`src/rtl/hdr_ratio_pkg.sv`:
```
package hdr_ratio_pkg;

    localparam int WORD_W    = 32;
    localparam int MIN_WORDS = 230;
    localparam int ENC_IDX   = 69;
    localparam int CMP_IDX   = 229;
    localparam int ENC_LSB   = 2;
    localparam int CMP_BIT   = 1;

    // Consecutive codes: doubling the ratio is one step up.
    typedef enum logic [1:0] {
        RATIO_X1 = 2'd0,
        RATIO_X2 = 2'd1,
        RATIO_X4 = 2'd2,
        RATIO_X8 = 2'd3
    } ratio_e;

    typedef struct packed {
        logic   valid;
        logic   error;
        logic   wide;
        ratio_e ratio;
    } hdr_result_t;

    function automatic ratio_e pick_ratio(input logic enc, input logic cmp, input logic wide);
        ratio_e r;
        if (!enc && !cmp) begin
            r = RATIO_X1;
        end else begin
            r = cmp ? RATIO_X4 : RATIO_X2;
            if (wide) r = ratio_e'(r + 2'd1);
        end
        return r;
    endfunction

endpackage

```
`src/rtl/hdr_word_counter.sv`:
```
module hdr_word_counter #(
    parameter int MIN_WORDS = 230,
    parameter int ENC_IDX   = 69,
    parameter int CMP_IDX   = 229,
    parameter int CNT_W     = 8
) (
    input  logic             clk,
    input  logic             rst,
    input  logic             clear,
    input  logic             word_in,
    input  logic             end_in,
    output logic [CNT_W-1:0] count,
    output logic             hit_enc,
    output logic             hit_cmp,
    output logic             short_end
);

    logic             done;
    logic             take;
    logic [CNT_W:0]   seen;

    assign take    = word_in && !done;
    assign hit_enc = take && (count == CNT_W'(ENC_IDX));
    assign hit_cmp = take && (count == CNT_W'(CMP_IDX));
    assign seen    = {1'b0, count} + (CNT_W+1)'(take);
    assign short_end = end_in && !done && (seen < (CNT_W+1)'(MIN_WORDS));

    always_ff @(posedge clk) begin
        if (rst || clear) begin
            count <= '0;
            done  <= 1'b0;
        end else begin
            if (take && (count != CNT_W'(MIN_WORDS))) count <= count + 1'b1;
            if (end_in) done <= 1'b1;
        end
    end

endmodule

```
`src/rtl/hdr_flag_capture.sv`:
```
module hdr_flag_capture
    import hdr_ratio_pkg::*;
#(
    parameter int DATA_W  = 32,
    parameter int ENC_POS = 2,
    parameter int CMP_POS = 1
) (
    input  logic              clk,
    input  logic              rst,
    input  logic              clear,
    input  logic              hit_enc,
    input  logic              hit_cmp,
    input  logic              short_end,
    input  logic [DATA_W-1:0] data,
    input  logic              wide_sel,
    output hdr_result_t       res
);

    logic enc_q;

    always_ff @(posedge clk) begin
        if (rst || clear) begin
            enc_q <= 1'b0;
            res   <= '0;
        end else begin
            if (hit_enc) enc_q <= |data[ENC_POS +: 2];
            if (hit_cmp) begin
                res.valid <= 1'b1;
                res.wide  <= wide_sel;
                res.ratio <= pick_ratio(enc_q, !data[CMP_POS], wide_sel);
            end
            if (short_end) res.error <= 1'b1;
        end
    end

endmodule

```
`src/rtl/hdr_pad_ctrl.sv`:
```
module hdr_pad_ctrl
    import hdr_ratio_pkg::*;
(
    input  logic   clk,
    input  logic   rst,
    input  logic   pad_start,
    input  logic   early_user,
    input  ratio_e stored,
    output ratio_e ratio_out,
    output logic   pad_active
);

    always_ff @(posedge clk) begin
        if (rst)             pad_active <= 1'b0;
        else if (early_user) pad_active <= 1'b0;
        else if (pad_start)  pad_active <= 1'b1;
    end

    assign ratio_out = pad_active ? RATIO_X1 : stored;

endmodule

```
`src/rtl/hdr_ratio_sel.sv`:
```
module hdr_ratio_sel
    import hdr_ratio_pkg::*;
#(
    parameter int DATA_W    = WORD_W,
    parameter int MIN_LEN   = MIN_WORDS,
    parameter int ENC_WORD  = ENC_IDX,
    parameter int CMP_WORD  = CMP_IDX,
    parameter int ENC_FIELD = ENC_LSB,
    parameter int CMP_FLAG  = CMP_BIT
) (
    input  logic              clk,
    input  logic              rst,
    input  logic              s_start,
    input  logic [DATA_W-1:0] s_data,
    input  logic              s_valid,
    input  logic              s_end,
    input  logic              wide_sel,
    input  logic              pad_start,
    input  logic              early_user,
    output logic [1:0]        ratio_code,
    output logic              width_32,
    output logic              hdr_valid,
    output logic              hdr_error
);

    localparam int CNT_W = $clog2(MIN_LEN + 1);

    logic [CNT_W-1:0] word_cnt;
    logic             hit_enc;
    logic             hit_cmp;
    logic             short_end;
    logic             pad_active;
    hdr_result_t      res;
    ratio_e           ratio_out;

    hdr_word_counter #(
        .MIN_WORDS (MIN_LEN),
        .ENC_IDX   (ENC_WORD),
        .CMP_IDX   (CMP_WORD),
        .CNT_W     (CNT_W)
    ) u_count (
        .clk       (clk),
        .rst       (rst),
        .clear     (s_start),
        .word_in   (s_valid && !s_start),
        .end_in    (s_end && !s_start),
        .count     (word_cnt),
        .hit_enc   (hit_enc),
        .hit_cmp   (hit_cmp),
        .short_end (short_end)
    );

    hdr_flag_capture #(
        .DATA_W  (DATA_W),
        .ENC_POS (ENC_FIELD),
        .CMP_POS (CMP_FLAG)
    ) u_capture (
        .clk       (clk),
        .rst       (rst),
        .clear     (s_start),
        .hit_enc   (hit_enc),
        .hit_cmp   (hit_cmp),
        .short_end (short_end),
        .data      (s_data),
        .wide_sel  (wide_sel),
        .res       (res)
    );

    hdr_pad_ctrl u_pad (
        .clk        (clk),
        .rst        (rst),
        .pad_start  (pad_start),
        .early_user (early_user),
        .stored     (res.ratio),
        .ratio_out  (ratio_out),
        .pad_active (pad_active)
    );

    assign ratio_code = ratio_out;
    assign width_32   = res.wide;
    assign hdr_valid  = res.valid;
    assign hdr_error  = res.error;

endmodule

```
`config.mk`:
```
export PLATFORM = sky130hd
export DESIGN_NAME = hdr_ratio_sel
export DESIGN_NICKNAME = d
export VERILOG_FILES = /design/src/rtl/hdr_ratio_pkg.sv /design/src/rtl/hdr_word_counter.sv /design/src/rtl/hdr_flag_capture.sv /design/src/rtl/hdr_pad_ctrl.sv /design/src/rtl/hdr_ratio_sel.sv
export SDC_FILE = /design/constraint.sdc
export NUM_CORES = 1
export LEC_CHECK = 0
export ABC_AREA = 1
export BUFFER_PORTS_ARGS = -buffer_cell sky130_fd_sc_hd__buf_2
export CAP_MARGIN = 20
export CORE_ASPECT_RATIO = 1.1
export CORE_MARGIN = 3
export CORE_UTILIZATION = 49
export DETAILED_ROUTE_END_ITERATION = 16
export PLACE_DENSITY_LB_ADDON = 0.08
export SYNTH_ARGS = -nofsm -noshare
export SYNTH_HDL_FRONTEND = slang
export SYNTH_SLANG_ARGS = --single-unit
```
`constraint.sdc`:
```
create_clock -name clk -period 2.6 [get_ports clk]
set_input_delay 0.26 -clock clk [delete_from_list [all_inputs] [get_ports clk]]
set_output_delay 0.26 -clock clk [all_outputs]
set_load 0.01 [all_outputs]
```
==> metrics.yaml, run 1 <==
status:
  run_status: "complete, no violations"
setup_path:
  cp_max_fo: 7
  crit_path_start_kind: "register"
  crit_arrival_ns: 1.99
  critPathCaptureType: "register"
  setup.worst_path.class: "reg -> reg"
  worst_ep_required_time_ns: 2.76
route:
  drc_errors: 0
  routedWlPerCell_microns: 10.61
  dr_total_vias: 904
  route.final.wire_length_mm: 1.909
  detailedRoute.firstPassIterationCount: 5
  postRouteAntennaNets: 0
  first_iter_violations: 17
  drt-vias-per-instance: 5.022
power_and_ir_drop:
  power_leakage_nw: 0.4574
  switching_share: 0.2375
  totalPowerFinal_uw: 412.5
  power_report.internal_total_uw: 314.6
  power.sequential.fraction: 0.611
  part_of_the_total_power_dissipated_in_combinational_logic: 0.080
  power.density_cell_area_nw_per_um2: 385.6
  ir_drop_uv: 277.6
  power.share.clock: 0.309
  p_sw_uw: 97.97
layout:
  antenna-diode-count: 0
  sequential_cell_area_sq_um: 320.3
  fin_nets: 200
  layoutNonFillerInstCount: 180
  layout.filler_cells: 184
  area.growth.synth_to_final_pct: 10.90
  share_of_layout_cells_above_drive_strength_1: 0.1895
  final_area_sq_um: 1070
  multi_input_comb_area_sq_um: 528.0
clock_network:
  cts_tree: "yes"
  cts.path.max_buffers: 2
  clkLatencyLatePin_ns: 0.28
  htreeDepth: 1
  hold_buffers: 0
  cts_bufs_inserted: 3
  tritoncts_sink_count: 16
  post_cts_setup_repair_buffer_count: 0
  cts_repair_resize_count: 0
  ctsRootBufferMaster: "sky130_fd_sc_hd__clkbuf_4"
  cts.clk_slew.worst_paths_ns: 0.09
flow_run:
  timing.max_cap.violations: 0
floorplanning:
  initial_utilization: 0.5295
  floorplan.die.height_microns: 52.54
  floorplan.rows: 16
  chipWidth_microns: 48.31
  placeableCoreArea_sq_um: 1822
  die_footprint_sq_um: 2538
  floorplan.io_pins: 45
place:
  port_buffers: 15
  dp_hpwl_mm: 1.519
  cell_area_placed_sq_um: 1047
  gp_congestion: 0.8717
  place_inst: 177
timing:
  rsz0062_at_grt: "no"
  worstMarginPinSlew_ns: 0.3721
  setup_tns_ns: 0
  final-hold-violation-count: 0
  timing.final.max_slew_violations: 0
  timing.clock.skew_ns: 0.001096
  final_setup_violation_count: 0
  worst_slew_margin_rel: 0.7517
  timing.final.crit_share: 0.7009
  minimum_clock_period_after_layout_ns: 1.822
  hold_slack_ns: 0.1308
  fmaxAchievable_mhz: 548.8
global_routing:
  grt_overflow: 0
  grt_first_pass_wirelength_mm: 3.222
  antenna_found_initial: 0
  grt_max_degree: 12
  grtUsageTotal: 0.1669
  vias_in_the_first_global_route: 777
yosys:
  synth_nets: 183
  synth_area_sq_um: 964.7
  synth.yosys.warnings: 0
  avgSynthCellArea_sq_um: 6.990
  register_bit_count_reported_by_yosys: 16
  yosysSeqAreaShare: 0.3320
  syn_inst: 138
  yosysUniqueCellTypes: 27
hold_path:
  min_path_type: "in -> reg"
-- state kept, by name, indices dropped and copies added (netlist names) --
signal and flops:
u_capture.enc_q 1, u_count.done 1, u_count.count 8, u_pad.pad_active 1, u_capture.res 5
-- kinds of logic after synthesis --
kind of cell | after synthesis | synth area share
and+or+nand+nor | 66 | 0.3398
buffers and inverters | 27 | 0.1206
AOI/OAI and AO/OA | 22 | 0.1245
DFF | 16 | 0.3320
adders and majority gates | 5 | 0.06485
xor gates and xnor gates | 2 | 0.01816
-- final cells by class --
cell class	instances	share of cell area
tap	27	0.03158
inverter	24	0.08421
timing repair buffer	15	0.07018
clock buffer	3	0.02105
multi-input combinational	95	0.4936
sequential	16	0.2994
-- worst paths after layout --
path	startpoint	to	slack, ns	cells after the start
worst min register to register	u_capture.res[3]	u_capture.res[3]	0.45	2
worst min-delay path	early_user	u_pad.pad_active	0.13	2
worst max register to register	u_count.done	u_capture.res[3]	0.78	11
worst max-delay path	u_count.done	u_capture.res[3]	0.78	11
-- synthesized netlist by cell type, drive strengths merged --
library cell / count / area, sq um
nand2: 26 / 105.1
inv: 24 / 90.09
nor2: 20 / 92.59
dfxtp: 16 / 320.3
a21oi: 12 / 60.06
nand3: 9 / 50.05
o21ai: 6 / 30.03
ha: 5 / 62.56
nor3: 5 / 36.29
nand4: 4 / 31.28
a211oi: 2 / 15.01
buf: 2 / 22.52
xor2: 2 / 17.52
a31oi: 1 / 6.260
and3: 1 / 6.260
clkbuf: 1 / 3.750
nor4: 1 / 6.260
o31a: 1 / 8.760
-- placed cells by master, fill, tap and decap left out, types with 4 or more instances in the layout --
master                    synthesis  routed
sky130_fd_sc_hd__inv_1           22      22
sky130_fd_sc_hd__o21ai_0          4       4
sky130_fd_sc_hd__nor3_1           4       4
sky130_fd_sc_hd__ha_1             5       5
sky130_fd_sc_hd__dfxtp_1         16      16
sky130_fd_sc_hd__nand2_1         23      23
sky130_fd_sc_hd__nor2_1          17      17
sky130_fd_sc_hd__buf_2            0      15
sky130_fd_sc_hd__a21oi_1         12      12
sky130_fd_sc_hd__nand3_1          8       8
-- through the flow --
stage               utilization  worst slack, ns
finish                   0.5872           0.7778
floorplan                     -            1.026
CTS                      0.5872           0.7823
global placement         0.5749           0.6809
global route             0.5872           0.5690
detailed placement       0.5749           0.6522
-- critical path, cell delays in order (launching register included) --
cell and delay (ns):
sky130_fd_sc_hd__dfxtp_1 0.37, sky130_fd_sc_hd__nor2_4 0.21, sky130_fd_sc_hd__inv_2 0.07, sky130_fd_sc_hd__nor2_1 0.15
sky130_fd_sc_hd__ha_1 0.25, sky130_fd_sc_hd__nand3_1 0.11, sky130_fd_sc_hd__o21ai_0 0.17, sky130_fd_sc_hd__nand2_1 0.07
sky130_fd_sc_hd__nor2_1 0.11, sky130_fd_sc_hd__nand3_1 0.07, sky130_fd_sc_hd__nand2_1 0.06, sky130_fd_sc_hd__a21oi_1 0.05
-- power groups by stage --
stage	Sequential (mW)	Combinational [mW]	Clock [mW]
finish	0.252	0.0329	0.128
floorplan	0.257	0.0191	0
global route	0.253	0.0370	0.146
CTS	0.252	0.0332	0.131
detailed placement	0.258	0.0331	0
global placement	0.257	0.0324	0
-- layer usage --
metal,routed length [microns],track usage,vias up
li1,-,-,484
met1,891,0.2063,398
met2,919,0.2752,18
met3,78,0.03419,4
met4,20,0.09005,0
met5,0,0,-
(Power assumes the default switching activity.)
==> run 2: changes to the inputs <==
--- a/config.mk
+++ b/config.mk
@@ -5,12 +5,12 @@
 export SDC_FILE = /design/constraint.sdc
 export NUM_CORES = 1
 export LEC_CHECK = 0
-export ABC_AREA = 1
+export ABC_AREA = 0
 export BUFFER_PORTS_ARGS = -buffer_cell sky130_fd_sc_hd__buf_2
 export CAP_MARGIN = 20
 export CORE_ASPECT_RATIO = 1.1
 export CORE_MARGIN = 3
-export CORE_UTILIZATION = 49
+export CORE_UTILIZATION = 45
 export DETAILED_ROUTE_END_ITERATION = 16
 export PLACE_DENSITY_LB_ADDON = 0.08
 export SYNTH_ARGS = -nofsm -noshare
==> constraint.sdc (replaced) <==
create_clock -name clk -period 1.8 [get_ports clk]
set_input_delay 0.18 -clock clk [delete_from_list [all_inputs] [get_ports clk]]
set_output_delay 0.18 -clock clk [all_outputs]
set_load 0.01 [all_outputs]
==> metrics.yaml, run 2 <==
status:
  run_status: "complete, no violations"
floorplanning:
  floorplan.die.height_microns: 53.67  # +2.2%
  initial_utilization: 0.4993  # -0.03020
  floorplan.rows: 16  # unchanged
  die_footprint_sq_um: 2648  # +4.3%
  chipWidth_microns: 49.34  # +2.1%
  floorplan.io_pins: 45  # unchanged
  placeableCoreArea_sq_um: 1862  # +2.2%
setup_path:
  cpMaxStageDelayCell: "sky130_fd_sc_hd__a2111o_1"
  crit_path_start_kind: "register"
  critPathCaptureType: "register"
  crit_arrival_ns: 1.92  # -0.07 ns
  crit_path_cell_trace: "nor3b_4, and2_4, ha_1, a2111o_1, o221ai_1, nor4_1, o21ai_1"
  path_buf_inv: 0  # -1
  cp_max_fo: 3  # -4
  crit_family: "compound AO/OA/AOI/OAI gates"
  setup.worst_path.class: "reg -> reg"
  worst_ep_required_time_ns: 2.02  # -0.74 ns
  critical-path-max-stage-delay_ns: 0.41  # +0.04 ns
yosys:
  netlist.top_cell.by_area: "sky130_fd_sc_hd__dfxtp_1"
  yosysSeqAreaShare: 0.3445  # +0.01251
  yosysMostFrequentCell: "sky130_fd_sc_hd__nor2_1"
  synth_enable_flop_cells: 0  # unchanged
  synth_area_sq_um: 929.6  # -3.6%
  postSynth.asyncResetShare: 0  # unchanged
  synth.yosys.warnings: 0  # unchanged
  syn_inst: 109  # -21%
  post_synth_top_flop: "sky130_fd_sc_hd__dfxtp_1"
  synth_top_cell_area_share: 0.3445  # +0.01251
  avgSynthCellArea_sq_um: 8.529  # +22%
  synth_top_cells_by_area: "sky130_fd_sc_hd__dfxtp_1 (34%), sky130_fd_sc_hd__nor2_1 (8.1%), sky130_fd_sc_hd__ha_1 (6.7%)"
  register_bit_count_reported_by_yosys: 16  # unchanged
  synth.cells.most_frequent: "sky130_fd_sc_hd__nor2_1 (20), sky130_fd_sc_hd__dfxtp_1 (16), sky130_fd_sc_hd__mux2i_1 (6), sky130_fd_sc_hd__nand2_1 (6)"
  yosysUniqueCellTypes: 40  # +48%
  synth_nets: 154  # -16%
timing:
  rsz0062_at_grt: "no"
  timing.final.max_slew_violations: 0  # unchanged
  worstMarginPinSlew_ns: 0.3539  # -0.01818 ns
  timing.final.crit_share: 0.9403  # +0.2395
  setup_tns_ns: 0  # unchanged
  final-hold-violation-count: 0  # unchanged
  timing.clock.skew_ns: 0.002905  # +0.001808 ns
  final_setup_violation_count: 0  # unchanged
  fmaxAchievable_mhz: 590.8  # +7.7%
  minimum_clock_period_after_layout_ns: 1.693  # -0.1297 ns
  worst_slew_margin_rel: 0.7637  # +0.01207
route:
  drt-vias-per-instance: 5.124  # +2.0%
  detailedRoute.firstPassIterationCount: 4  # -1
  dr_total_vias: 784  # -13%
  drc_errors: 0  # unchanged
  route.final.wire_length_mm: 1.839  # -3.7%
  routedWlPerCell_microns: 12.02  # +13%
  postRouteAntennaNets: 0  # unchanged
  first_iter_violations: 10  # -7
clock_network:
  ctsRootBufferMaster: "sky130_fd_sc_hd__clkbuf_4"
  clkLatencyLatePin_ns: 0.28  # about the same
  cts.path.max_buffers: 2  # unchanged
  hold_buffers: 0  # unchanged
  cts.clk_slew.worst_paths_ns: 0.08  # about the same
  cts_tree: "yes"
  tritoncts_sink_count: 16  # unchanged
  htreeDepth: 1  # unchanged
  cts_bufs_inserted: 3  # unchanged
power_and_ir_drop:
  p_sw_uw: 138.8  # +42%
  power.share.clock: 0.299  # -0.010
  switching_share: 0.2289  # -0.008589
  power_report.internal_total_uw: 467.8  # +49%
  power.density_cell_area_nw_per_um2: 565.7  # +47%
  ir_drop_uv: 371.9  # +34%
  power_leakage_nw: 0.4392  # -4.0%
  power.sequential.fraction: 0.604  # -0.007
  part_of_the_total_power_dissipated_in_combinational_logic: 0.097  # +0.017
layout:
  final_area_sq_um: 1072  # +0.23%
  layoutNonFillerInstCount: 153  # -15%
  layout.cells.most_common: "sky130_fd_sc_hd__nor2_1"
  area.growth.synth_to_final_pct: 15.34
  largest_register_ffs: 8  # unchanged
  fin_nets: 173  # -14%
  mostFrequentLayoutCells: "sky130_fd_sc_hd__nor2_1 (20), sky130_fd_sc_hd__buf_2 (15), sky130_fd_sc_hd__dfxtp_1 (15)"
  antenna-diode-count: 0  # unchanged
  reg.largest.list: "u_count.count x8, u_capture.res x5"
  top_register: "u_count.count"
  layout.filler_cells: 197  # +7.1%
  share_of_layout_cells_above_drive_strength_1: 0.2460  # +0.05649
global_routing:
  antenna_found_initial: 0  # unchanged
  grt_first_pass_wirelength_mm: 3.401  # +5.6%
  vias_in_the_first_global_route: 795  # +2.3%
  grt_overflow: 0  # unchanged
  grtUsageTotal: 0.1717  # +0.004813
  grt_max_degree: 17  # +5
hold_path:
  min_path_type: "in -> reg"
place:
  gp_congestion: 0.8373  # -3.9%
  dp_hpwl_mm: 1.401  # -7.8%
  place_inst: 149  # -16%
  port_buffers: 15  # unchanged
  cell_area_placed_sq_um: 1037  # -0.96%
flow_run:
  timing.max_cap.violations: 0  # unchanged
-- run 2: cell types whose count changed after synthesis, sizes merged, moves of 4 or more --
cell   previous run  this run
nand2            26         7
o21ai             6         2
a21oi            12         1
nand3             9         4
inv              24         5
mux2i             0         6
-- run 2: path summary, 6_finish.rpt --
check / startpoint / endpoint / slack (ns) / depth (start not counted)
min reg2reg: u_capture.res[4] / u_capture.res[4] / 0.48 / 2
min: early_user / u_pad.pad_active / 0.06 / 2
max: u_count.done / u_capture.res[3] / 0.11 / 7
max reg2reg: u_count.done / u_capture.res[3] / 0.11 / 7
-- run 2: routing by layer --
layer,track usage,routed length [microns],up-vias
met4,0.09953,46,0
met5,0,0,-
met2,0.2969,885,8
li1,-,-,412
met1,0.2010,855,360
met3,0.03324,51,4
-- run 2: kinds of logic after synthesis --
kind of cell,count (synthesis),synth area share
compound gates,12,0.1131
fa+ha+maj,5,0.06729
flops,16,0.3446
buf+inv,10,0.04576
simple gates,54,0.3082
xor+xnor,6,0.05654
mux,6,0.06461
-- run 2: layout make-up --
type,count,area (sq um),share of cell area
multi-input cells,83,570.5,0.5321
flip-flops and latches,16,321.6,0.2999
repair buffers,19,105.1,0.09802
well taps,27,33.78,0.03151
clock buffers,3,22.52,0.02100
inverters,5,18.77,0.01750
-- run 2: power groups by stage --
| stage | logic, mW | clock network, mW | registers (mW) |
|---|---|---|---|
| finish | 0.0591 | 0.181 | 0.366 |
| global route | 0.0679 | 0.200 | 0.368 |
| global placement | 0.0561 | 0 | 0.375 |
| detailed placement | 0.0573 | 0 | 0.375 |
| floorplan | 0.0326 | 0 | 0.375 |
| CTS | 0.0576 | 0.194 | 0.366 |
-- run 2: what timing repair did --
action / in CTS / in global routing
setup endpoints to repair: 0 / 1
resized for setup: 0 / 3
buffers inserted: 0 / 1
-- run 2: stage by stage --
stage	hold WS [ns]	worst slack, ns	utilization	power (mW)
2_1_floorplan	0.2568	0.06971	-	0.4075
3_3_place_gp	0.3439	0.1036	0.5571	0.4308
3_5_place_dp	0.3542	0.06986	0.5571	0.4320
4_1_cts	0.04858	0.05115	0.5692	0.6177
5_1_grt	0.06588	0.003022	0.5759	0.6354
6_report	0.05617	0.1074	0.5759	0.6066
==> run 3: changes to the inputs <==
--- a/config.mk
+++ b/config.mk
@@ -11,6 +11,7 @@
 export CORE_ASPECT_RATIO = 1.1
 export CORE_MARGIN = 3
 export CORE_UTILIZATION = 45
+export CTS_BUF_LIST = sky130_fd_sc_hd__clkbuf_16
 export DETAILED_ROUTE_END_ITERATION = 16
 export PLACE_DENSITY_LB_ADDON = 0.08
 export SYNTH_ARGS = -nofsm -noshare
==> constraint.sdc (replaced) <==
create_clock -name clk -period 1.7 [get_ports clk]
set_input_delay 0.17 -clock clk [delete_from_list [all_inputs] [get_ports clk]]
set_output_delay 0.17 -clock clk [all_outputs]
set_load 0.01 [all_outputs]
==> metrics.yaml, run 3 (synthesized netlist as in run 2, its figures left out) <==
status:
  run_status: "complete, no violations"
setup_path:
  cpMaxStageDelayCell: "sky130_fd_sc_hd__a2111o_1"
  crit_arrival_ns: 1.81  # -0.11 ns
  setup.worst_path.class: "reg -> reg"
  crit_path_cell_trace: "nor3b_4, and2_4, ha_4, a2111o_1, o221ai_1, nor4_1, o21ai_1"
  critical-path-max-stage-delay_ns: 0.36  # -0.05 ns
  worst_ep_required_time_ns: 1.88  # -0.14 ns
  critPathCaptureType: "register"
  crit_path_start_kind: "register"
  timing.reg2reg.setup_slack_ns: 0.07  # -0.03 ns
  cp_max_fo: 3  # unchanged
timing:
  final.setup.worst_slack_ns: 0.07265  # -0.03478 ns
  timing.final.crit_share: 0.9573  # +0.01695
  timing.final.max_slew_violations: 0  # unchanged
  timing.clock.skew_ns: 0.003442  # +0.0005370 ns
  final-hold-violation-count: 0  # unchanged
  minimum_clock_period_after_layout_ns: 1.627  # -0.06522 ns
  fmaxAchievable_mhz: 614.5  # +4.0%
  worstMarginPinSlew_ns: 0.4170  # +0.06310 ns
  worst_slew_margin_rel: 0.7216  # -0.04213
  final_setup_violation_count: 0  # unchanged
  rsz0062_at_grt: "yes"
layout:
  fin_nets: 174  # +0.58%
  largest_register_ffs: 8  # unchanged
  mostFrequentLayoutCells: "sky130_fd_sc_hd__nor2_1 (20), sky130_fd_sc_hd__buf_2 (15), sky130_fd_sc_hd__dfxtp_1 (15)"
  reg.largest.list: "u_count.count x8, u_capture.res x5"
  area.growth.synth_to_final_pct: 25.03
  layout.cells.most_common: "sky130_fd_sc_hd__nor2_1"
  top_register: "u_count.count"
  share_of_layout_cells_above_drive_strength_1: 0.2677  # +0.02168
  layout.filler_cells: 173  # -12%
  antenna-diode-count: 0  # unchanged
place:
  dp_hpwl_mm: 1.557  # +11%
  port_buffers: 15  # unchanged
  gp_congestion: 0.7978  # -4.7%
  pre_cts_ws_ns: 0.02643  # -0.04343 ns
route:
  drc_errors: 0  # unchanged
  detailedRoute.firstPassIterationCount: 4  # unchanged
  first_iter_violations: 6  # -4
  dr_total_vias: 812  # +3.6%
  route.final.wire_length_mm: 1.997  # +8.6%
  drt-vias-per-instance: 5.273  # +2.9%
  routedWlPerCell_microns: 12.97  # +7.9%
  postRouteAntennaNets: 0  # unchanged
power_and_ir_drop:
  power.density_cell_area_nw_per_um2: 783.9  # +39%
  totalPowerFinal_uw: 911.2  # +50%
  ir_drop_uv: 582.5  # +57%
  power.share.clock: 0.498  # +0.199
  power_report.internal_total_uw: 726.1  # +55%
  switching_share: 0.2031  # -0.02582
  part_of_the_total_power_dissipated_in_combinational_logic: 0.075  # -0.022
  p_sw_uw: 185.0  # +33%
  power.sequential.fraction: 0.426  # -0.178
  power_leakage_nw: 0.4706  # +7.2%
floorplanning:
  placeableCoreArea_sq_um: 1862  # unchanged
  chipWidth_microns: 49.34  # unchanged
  initial_utilization: 0.4993  # unchanged
  die_footprint_sq_um: 2648  # unchanged
  floorplan.rows: 16  # unchanged
  floorplan.io_pins: 45  # unchanged
  floorplan.die.height_microns: 53.67  # unchanged
clock_network:
  ctsRootBufferMaster: "sky130_fd_sc_hd__clkbuf_16"
  cts.clk_slew.worst_paths_ns: 0.05  # -0.03 ns
  cts_tree: "yes"
  clkLatencyLatePin_ns: 0.25  # -0.03 ns
  cts.path.max_buffers: 2  # unchanged
  hold_buffers: 0  # unchanged
  htreeDepth: 1  # unchanged
  cts_bufs_inserted: 3  # unchanged
  tritoncts_sink_count: 16  # unchanged
global_routing:
  vias_in_the_first_global_route: 785  # -1.3%
  grt_overflow: 0  # unchanged
  grtUsageTotal: 0.1782  # +0.006519
  antenna_found_initial: 0  # unchanged
  grt_first_pass_wirelength_mm: 3.463  # +1.8%
  grt_max_degree: 17  # unchanged
flow_run:
  timing.max_cap.violations: 0  # unchanged
hold_path:
  min_path_type: "in -> reg"
run 3: cell count changes in the layout (fill, tap and decap cells not counted):
cell	before	now
sky130_fd_sc_hd__ha_4	0	1
sky130_fd_sc_hd__a2111oi_1	1	0
sky130_fd_sc_hd__buf_4	4	5
sky130_fd_sc_hd__a2111oi_4	0	1
sky130_fd_sc_hd__ha_1	5	4
sky130_fd_sc_hd__clkbuf_16	0	3
sky130_fd_sc_hd__clkbuf_4	3	0
run 3: worst paths after layout:
path / startpoint / end / cells after the start
setup / recovery: u_count.done / u_capture.res[3] / 7
hold / removal: early_user / u_pad.pad_active / 2
setup reg to reg: u_count.done / u_capture.res[3] / 7
hold reg to reg: u_capture.res[4] / u_capture.res[4] / 2
run 3: layer usage:
metal | track usage | vias to the layer above | wire length (microns)
met5 | 0 | - | 0
met4 | 0.09953 | 0 | 37
met3 | 0.04155 | 4 | 80
met2 | 0.3214 | 17 | 994
met1 | 0.1956 | 377 | 884
li1 | - | 414 | -
run 3: power groups by stage:
stage | combinational (mW) | clock [mW] | sequential (mW)
floorplan | 0.0367 | 0 | 0.397
global placement | 0.0648 | 0 | 0.395
detailed placement | 0.0676 | 0 | 0.396
CTS | 0.0678 | 0.464 | 0.388
global route | 0.0774 | 0.475 | 0.389
finish | 0.0685 | 0.454 | 0.389
run 3: what timing repair did:
action / in CTS / in global routing
endpoints found under the setup margin: 0 / 1
gates resized for setup: 0 / 2
setup buffers: 0 / 0
hold endpoints to repair: 0 / 0
run 3: critical path, delay by kind of cell (launching register included):
| kind | cells | cell delay [ns] |
|---|---|---|
| AOI/OAI and AO/OA | 3 | 0.54 |
| and+or+nand+nor | 3 | 0.48 |
| DFF | 1 | 0.33 |
| adders and majority gates | 1 | 0.20 |
run 3: final cells by class:
type | count | area (sq um) | area share
multi-input cells | 83 | 600.6 | 0.5167
flip-flops and latches | 16 | 321.6 | 0.2766
inverters | 5 | 18.77 | 0.01615
clock buffers | 3 | 75.07 | 0.06459
repair buffers | 20 | 112.6 | 0.09688
well taps | 27 | 33.78 | 0.02906
run 3: stage by stage:
step	instances	TNS (ns)	util	hold WS, ns	cell area, sq um
floorplan	109	0	-	0.2468	954.7
detailed placement	151	0	0.5766	0.3419	1074
finish	154	0	0.6243	0.08145	1162
global placement	151	0	0.5766	0.3338	1074
CTS	154	0	0.6169	0.08079	1149
global route	154	-0.01636	0.6243	0.08551	1162
